[src/rtl/ea16_gen.sv]
module ea16_gen #(
  parameter int OFF_W = 16,
  parameter int LIN_W = 20
) (
  input  logic             clk,
  input  logic             rst_n,
  input  logic             in_valid,
  input  logic [7:0]       modrm,
  input  logic [OFF_W-1:0] reg_bx,
  input  logic [OFF_W-1:0] reg_bp,
  input  logic [OFF_W-1:0] reg_si,
  input  logic [OFF_W-1:0] reg_di,
  input  logic [OFF_W-1:0] disp,
  input  logic [LIN_W-1:0] base_es,
  input  logic [LIN_W-1:0] base_cs,
  input  logic [LIN_W-1:0] base_ss,
  input  logic [LIN_W-1:0] base_ds,
  input  logic             ovr_en,
  input  logic [1:0]       ovr_sel,
  output logic             out_valid,
  output logic [OFF_W-1:0] ea_off,
  output logic [LIN_W-1:0] ea_lin,
  output logic             disp_used,
  output logic [1:0]       disp_len,
  output logic             reg_op
);

  localparam int EXT_W = OFF_W - 8;
  localparam int PAD_W = LIN_W - OFF_W;

  logic [1:0]       md;
  logic [2:0]       rm;
  logic             direct_c;
  logic             is_reg_c;
  logic [OFF_W-1:0] base_r;
  logic [OFF_W-1:0] index_r;
  logic [OFF_W-1:0] dext;
  logic [OFF_W-1:0] off_c;
  logic             use_ss;
  logic [LIN_W-1:0] seg_c;
  logic [LIN_W-1:0] lin_c;
  logic [1:0]       len_c;

  assign md       = modrm[7:6];
  assign rm       = modrm[2:0];
  assign direct_c = (md == 2'd0) && (rm == 3'd6);
  assign is_reg_c = (md == 2'd3);

  always_comb begin
    base_r  = '0;
    index_r = '0;
    case (rm)
      3'd0: begin base_r = reg_bx; index_r = reg_si; end
      3'd1: begin base_r = reg_bx; index_r = reg_di; end
      3'd2: begin base_r = reg_bp; index_r = reg_si; end
      3'd3: begin base_r = reg_bp; index_r = reg_di; end
      3'd4: index_r = reg_si;
      3'd5: index_r = reg_di;
      3'd6: base_r = reg_bp;
      default: base_r = reg_bx;
    endcase
  end

  always_comb begin
    case (md)
      2'd1:    dext = {{EXT_W{disp[7]}}, disp[7:0]};
      2'd2:    dext = disp;
      default: dext = '0;
    endcase
  end

  assign off_c  = direct_c ? disp : (base_r + index_r + dext);
  assign use_ss = !direct_c && ((rm == 3'd2) || (rm == 3'd3) || (rm == 3'd6));

  always_comb begin
    if (ovr_en) begin
      case (ovr_sel)
        2'd0:    seg_c = base_es;
        2'd1:    seg_c = base_cs;
        2'd2:    seg_c = base_ss;
        default: seg_c = base_ds;
      endcase
    end else begin
      seg_c = use_ss ? base_ss : base_ds;
    end
  end

  assign lin_c = seg_c + {{PAD_W{1'b0}}, off_c};

  always_comb begin
    if (is_reg_c)            len_c = 2'd0;
    else if (direct_c)       len_c = 2'd2;
    else if (md == 2'd1)     len_c = 2'd1;
    else if (md == 2'd2)     len_c = 2'd2;
    else                     len_c = 2'd0;
  end

  always_ff @(posedge clk) begin
    if (!rst_n) begin
      out_valid <= 1'b0;
      ea_off    <= '0;
      ea_lin    <= '0;
      disp_used <= 1'b0;
      disp_len  <= 2'd0;
      reg_op    <= 1'b0;
    end else begin
      out_valid <= in_valid;
      if (in_valid) begin
        reg_op    <= is_reg_c;
        ea_off    <= is_reg_c ? '0 : off_c;
        ea_lin    <= is_reg_c ? '0 : lin_c;
        disp_used <= !is_reg_c && (md != 2'd0 || rm == 3'd6);
        disp_len  <= len_c;
      end
    end
  end

  p_valid_next_r8: assert property (@(posedge clk) disable iff (!rst_n)
    in_valid |=> out_valid);

  p_idle_hold_r8: assert property (@(posedge clk) disable iff (!rst_n)
    !in_valid |=> (!out_valid && $stable(ea_off) && $stable(ea_lin)));

  p_direct_form_r2: assert property (@(posedge clk) disable iff (!rst_n)
    (in_valid && modrm[7:6] == 2'd0 && modrm[2:0] == 3'd6) |=>
      (ea_off == $past(disp) && disp_len == 2'd2 && !reg_op));

  p_reg_noaddr_r6: assert property (@(posedge clk) disable iff (!rst_n)
    (out_valid && reg_op) |-> (ea_off == '0 && ea_lin == '0 && disp_len == 2'd0 && !disp_used));

  p_len_flag_r3: assert property (@(posedge clk) disable iff (!rst_n)
    out_valid |-> (disp_used == (disp_len != 2'd0) && disp_len != 2'd3));

  p_override_r5: assert property (@(posedge clk) disable iff (!rst_n)
    (in_valid && ovr_en && ovr_sel == 2'd0 && modrm[7:6] != 2'd3) |=>
      (ea_lin == $past(base_es) + {{PAD_W{1'b0}}, ea_off}));

endmodule

[config.mk]
export PLATFORM = sky130hd
export DESIGN_NAME = ea16_gen
export DESIGN_NICKNAME = d
export VERILOG_FILES = /design/src/rtl/ea16_gen.sv
export SDC_FILE = /design/constraint.sdc
export NUM_CORES = 1
export LEC_CHECK = 0
export BUFFER_PORTS_ARGS = -buffer_cell sky130_fd_sc_hd__buf_2
export CAP_MARGIN = 20
export CELL_PAD_IN_SITES_DETAIL_PLACEMENT = 0
export CELL_PAD_IN_SITES_GLOBAL_PLACEMENT = 1
export CORE_MARGIN = 10
export CORE_UTILIZATION = 36
export CTS_CLUSTER_DIAMETER = 200
export DETAILED_ROUTE_END_ITERATION = 7
export GPL_ROUTABILITY_DRIVEN = 0
export PLACE_DENSITY = 0.94
export SLEW_MARGIN = 25
export SYNTH_ARGS = -nofsm -noshare
export SYNTH_HDL_FRONTEND = slang
export SYNTH_SLANG_ARGS = --single-unit
[constraint.sdc]
create_clock -name clk -period 6.07 [get_ports clk]
set_input_delay 0.9105 -clock clk [delete_from_list [all_inputs] [get_ports clk]]
set_output_delay 0.9105 -clock clk [all_outputs]
set_load 0.01 [all_outputs]
==> reports/results.tsv <==
stage	metric	value	unit
run_status	status	completed	
layout	fillerInstances	1472	
global_routing	antenna_found_initial	1	
worst_setup_path	worst_setup_path_end_kind	flop	
global_routing	grt_pass1_vias	5619	
worst_setup_path	worst-path-buf-inv	2	
floorplanning	die-area	20200	sq um
worst_setup_path	critPathMaxFanout	6	
power	p_sw_share	42.8	%
routing	wl_per_cell	17.7	um
timing	rsz0062_at_grt	false	
logic_synthesis	yosys_register_bits	41	
floorplanning	io_pins	215	
layout	final_design_area_no_fill	6770	sq um
logic_synthesis	synth_area_per_cell	8.11	sq um
logic_synthesis	synth_warnings	0	
floorplanning	start_util	36.8	%
floorplanning	core	14600	sq um
power	combPwrFrac	63.1	%
layout	syn_to_final_growth	26.0	%
timing	finalWorstSetupSlack	537	ps
logic_synthesis	async_reset_ff_share	0	%
layout	layout_common_cells	211 x buf_2, 105 x nand2_1, 47 x o21ai_0, 44 x a21oi_1, 41 x dfxtp_1	
layout	layout-drive-gt1-share	32.5	%
placement	pre_cts_slack	109	ps
timing	fin_crit_sh	91.2	%
timing	clock.fmax	0.181	GHz
timing	whs	444	ps
floorplanning	die_w	142	um
logic_synthesis	ys_types	61	
routing	drc_errors	0	
routing	drt-total-wl	18500	um
clocking	cts.sinks	41	
power	power_leakage	3.29	nW
power	p_sw	0.772	mW
timing	min_period	5530	ps
clocking	cts-buffers-inserted	5	
global_routing	grt_use_total	17.5	%
routing	vias	5522	
logic_synthesis	synth-edff-count	0	
timing	setup_viol	0	
layout	layout_commonest_cell	buf_2	
placement	placed_cell_area	6580	sq um
worst_setup_path	r2r_slack	5270	ps
power	p_clk_share	17.3	%
placement	dpl.hpwl	15700	um
clocking	cts_tree	yes	
logic_synthesis	yosys.area.top_type	dfxtp_1	
worst_setup_path	crit_arrival	5690	ps
routing	first_iter_violations	361	
logic_synthesis	yosys-top-cells-area	dfxtp_1 15%, mux4_2 8.4%, ha_1 8.2%	
routing	ant_nets	0	
clocking	path_clk_slew	60	ps
timing	tightest_slew	776	ps
routing	avgViaCountPerCell	5.29	
global_routing	grt_max_degree	42	
worst_setup_path	critPathKind	in2reg	
timing	slew_violations	0	
placement	portBuffers	211	
logic_synthesis	synth_seq_area_share	15.3	%
clocking	ctsLongestPathBuffers	2	
logic_synthesis	syn_inst	662	
global_routing	grt_overflow	0	
logic_synthesis	synth_top_area_share	15.3	%
power	power.share.sequential	19.6	%
worst_setup_path	max_stage_delay	480	ps
worst_setup_path	start_kind	primary input	
worst_setup_path	cpMaxStageDelayCell	a2111oi_0	
logic_synthesis	syn_area	5370	sq um
timing	skew	0	ps
power	ir_worst_vdd	0.000217	V
clocking	cts_max_level	2	
power	intPower	1.03	mW
job	max_cap_violations	0	
clocking	cts_root_buf	clkbuf_16	
timing	max_slew_margin	48.1	%
layout	nNetsFinal	1083	
worst_hold_path	worstHoldPathType	reg2reg	
routing	drt_first_pass_iters	5	
floorplanning	die_h	142	um
clocking	insertion_delay	280	ps
worst_setup_path	required	6230	ps
worst_setup_path	path_delay_family	compound AO/OA/AOI/OAI gates	
logic_synthesis	synth_flop_cell	dfxtp_1	
floorplanning	rows	44	
power	power.density	266	nW/um^2
worst_setup_path	path_cells	buf_2 > inv_1 > ha_1 > o21a_1 > and2_1 > fa_1 > ha_1 > fa_1 > a211oi_2 > o21bai_1 > a2111oi_0 > o31ai_1 > nand3_1 > nand2_1 > ha_1 > nand3_1 > nor2_1 > nand3_1 > a211oi_2 > o21ai_0 > xnor2_1 > o21ai_0	
global_routing	grt_pass1_wl	28800	um
logic_synthesis	syn_nets	888	
timing	tns	0	ps
timing	hold_viol_final	0	
==> sequential cells by signal, indices dropped and copies added, names as in the netlist <==
signal and count:
ea_lin 20, ea_off 16, disp_len 2, disp_used 1, out_valid 1, reg_op 1
==> cells by family after synthesis <==
| logic type | Yosys count | synth area share [%] |
|---|---|---|
| AOI/OAI and AO/OA | 187 | 22.6 |
| xor gates and xnor gates | 26 | 4.50 |
| adders and majority gates | 52 | 14.5 |
| buffers and inverters | 74 | 5.87 |
| DFF | 41 | 15.3 |
| muxes | 76 | 19.3 |
| and+or+nand+nor | 206 | 18.0 |
==> cell usage after synthesis (3+ instances only) <==
cell type / n
nand2_1: 105
o21ai_0: 47
a21oi_1: 44
dfxtp_1: 41
mux2i_1: 39
inv_1: 37
ha_1: 35
nor2b_1: 30
nor2_1: 26
clkbuf_1: 21
mux4_2: 20
fa_1: 17
mux2_2: 16
xnor2_1: 15
a22o_1: 13
o22a_1: 13
nand3_1: 10
xor2_1: 10
a211oi_1: 9
and2_1: 9
buf_2: 9
nor3_1: 9
a21o_1: 7
a22oi_1: 7
o21ai_1: 6
o21a_1: 5
o21bai_1: 5
a21boi_0: 4
o211ai_1: 4
a2111oi_0: 3
a31oi_1: 3
buf_6: 3
nand4b_1: 3
o22ai_1: 3
==> path summary, 6_finish.rpt <==
check,start,cells past startpoint,end
max,modrm[7],22,ea_lin[17]$_SDFFE_PN0P_
max reg2reg,ea_off[3]$_SDFFE_PN0P_,2,ea_off[3]$_SDFFE_PN0P_
min,ea_lin[18]$_SDFFE_PN0P_,2,ea_lin[18]$_SDFFE_PN0P_
min reg2reg,ea_lin[18]$_SDFFE_PN0P_,2,ea_lin[18]$_SDFFE_PN0P_
==> per-stage QoR <==
| stage | std cells | total power [mW] | util [%] |
|---|---|---|---|
| after floorplan | 662 | 1.17 | - |
| after global placement | 1034 | 1.48 | 45.1 |
| after detailed placement | 1034 | 1.49 | 45.1 |
| after CTS | 1042 | 1.81 | 46.3 |
| after global routing | 1042 | 1.97 | 46.4 |
| final | 1044 | 1.80 | 46.4 |
==> power by group through the flow <==
| stage | registers [mW] | clock network, mW | logic, mW |
|---|---|---|---|
| 6_report | 0.354 | 0.312 | 1.14 |
| 5_1_grt | 0.361 | 0.331 | 1.28 |
| 4_1_cts | 0.354 | 0.317 | 1.13 |
| 3_5_place_dp | 0.359 | 0 | 1.13 |
| 3_3_place_gp | 0.358 | 0 | 1.12 |
| 2_1_floorplan | 0.383 | 0 | 0.788 |
==> layout make-up <==
type                    count  area, sq um  area share [%]
diodes                      2         5.00          0.0739
clock buffers               7          143            2.11
well taps                 184          230            3.40
clock inverters             1         30.0           0.444
inverters                  38          143            2.11
multi-input cells         547         4240            62.7
flip-flops and latches     41          821            12.1
repair buffers            224         1150            17.0
==> worst min-delay path, cell delays in order (launching register included) <==
cell and delay (ps):
dfxtp_1 310, nand2_1 50, o21ai_1 50
==> timing repair <==
item | in CTS | in global routing
hold buffers | 0 | 0
resized for setup | 0 | 2
setup buffers | 0 | 0
endpoints found under the setup margin | 0 | 1
==> per-layer routing <==
layer / GRT usage, % / vias to the layer above / wire length [um]
met5: 0 / - / 14
met4: 3.07 / 2 / 250
met3: 4.24 / 25 / 1020
met2: 30.4 / 145 / 9300
met1: 21.4 / 2575 / 7900
li1: - / 2775 / -
No activity file was read; power rests on OpenSTA's default activity.
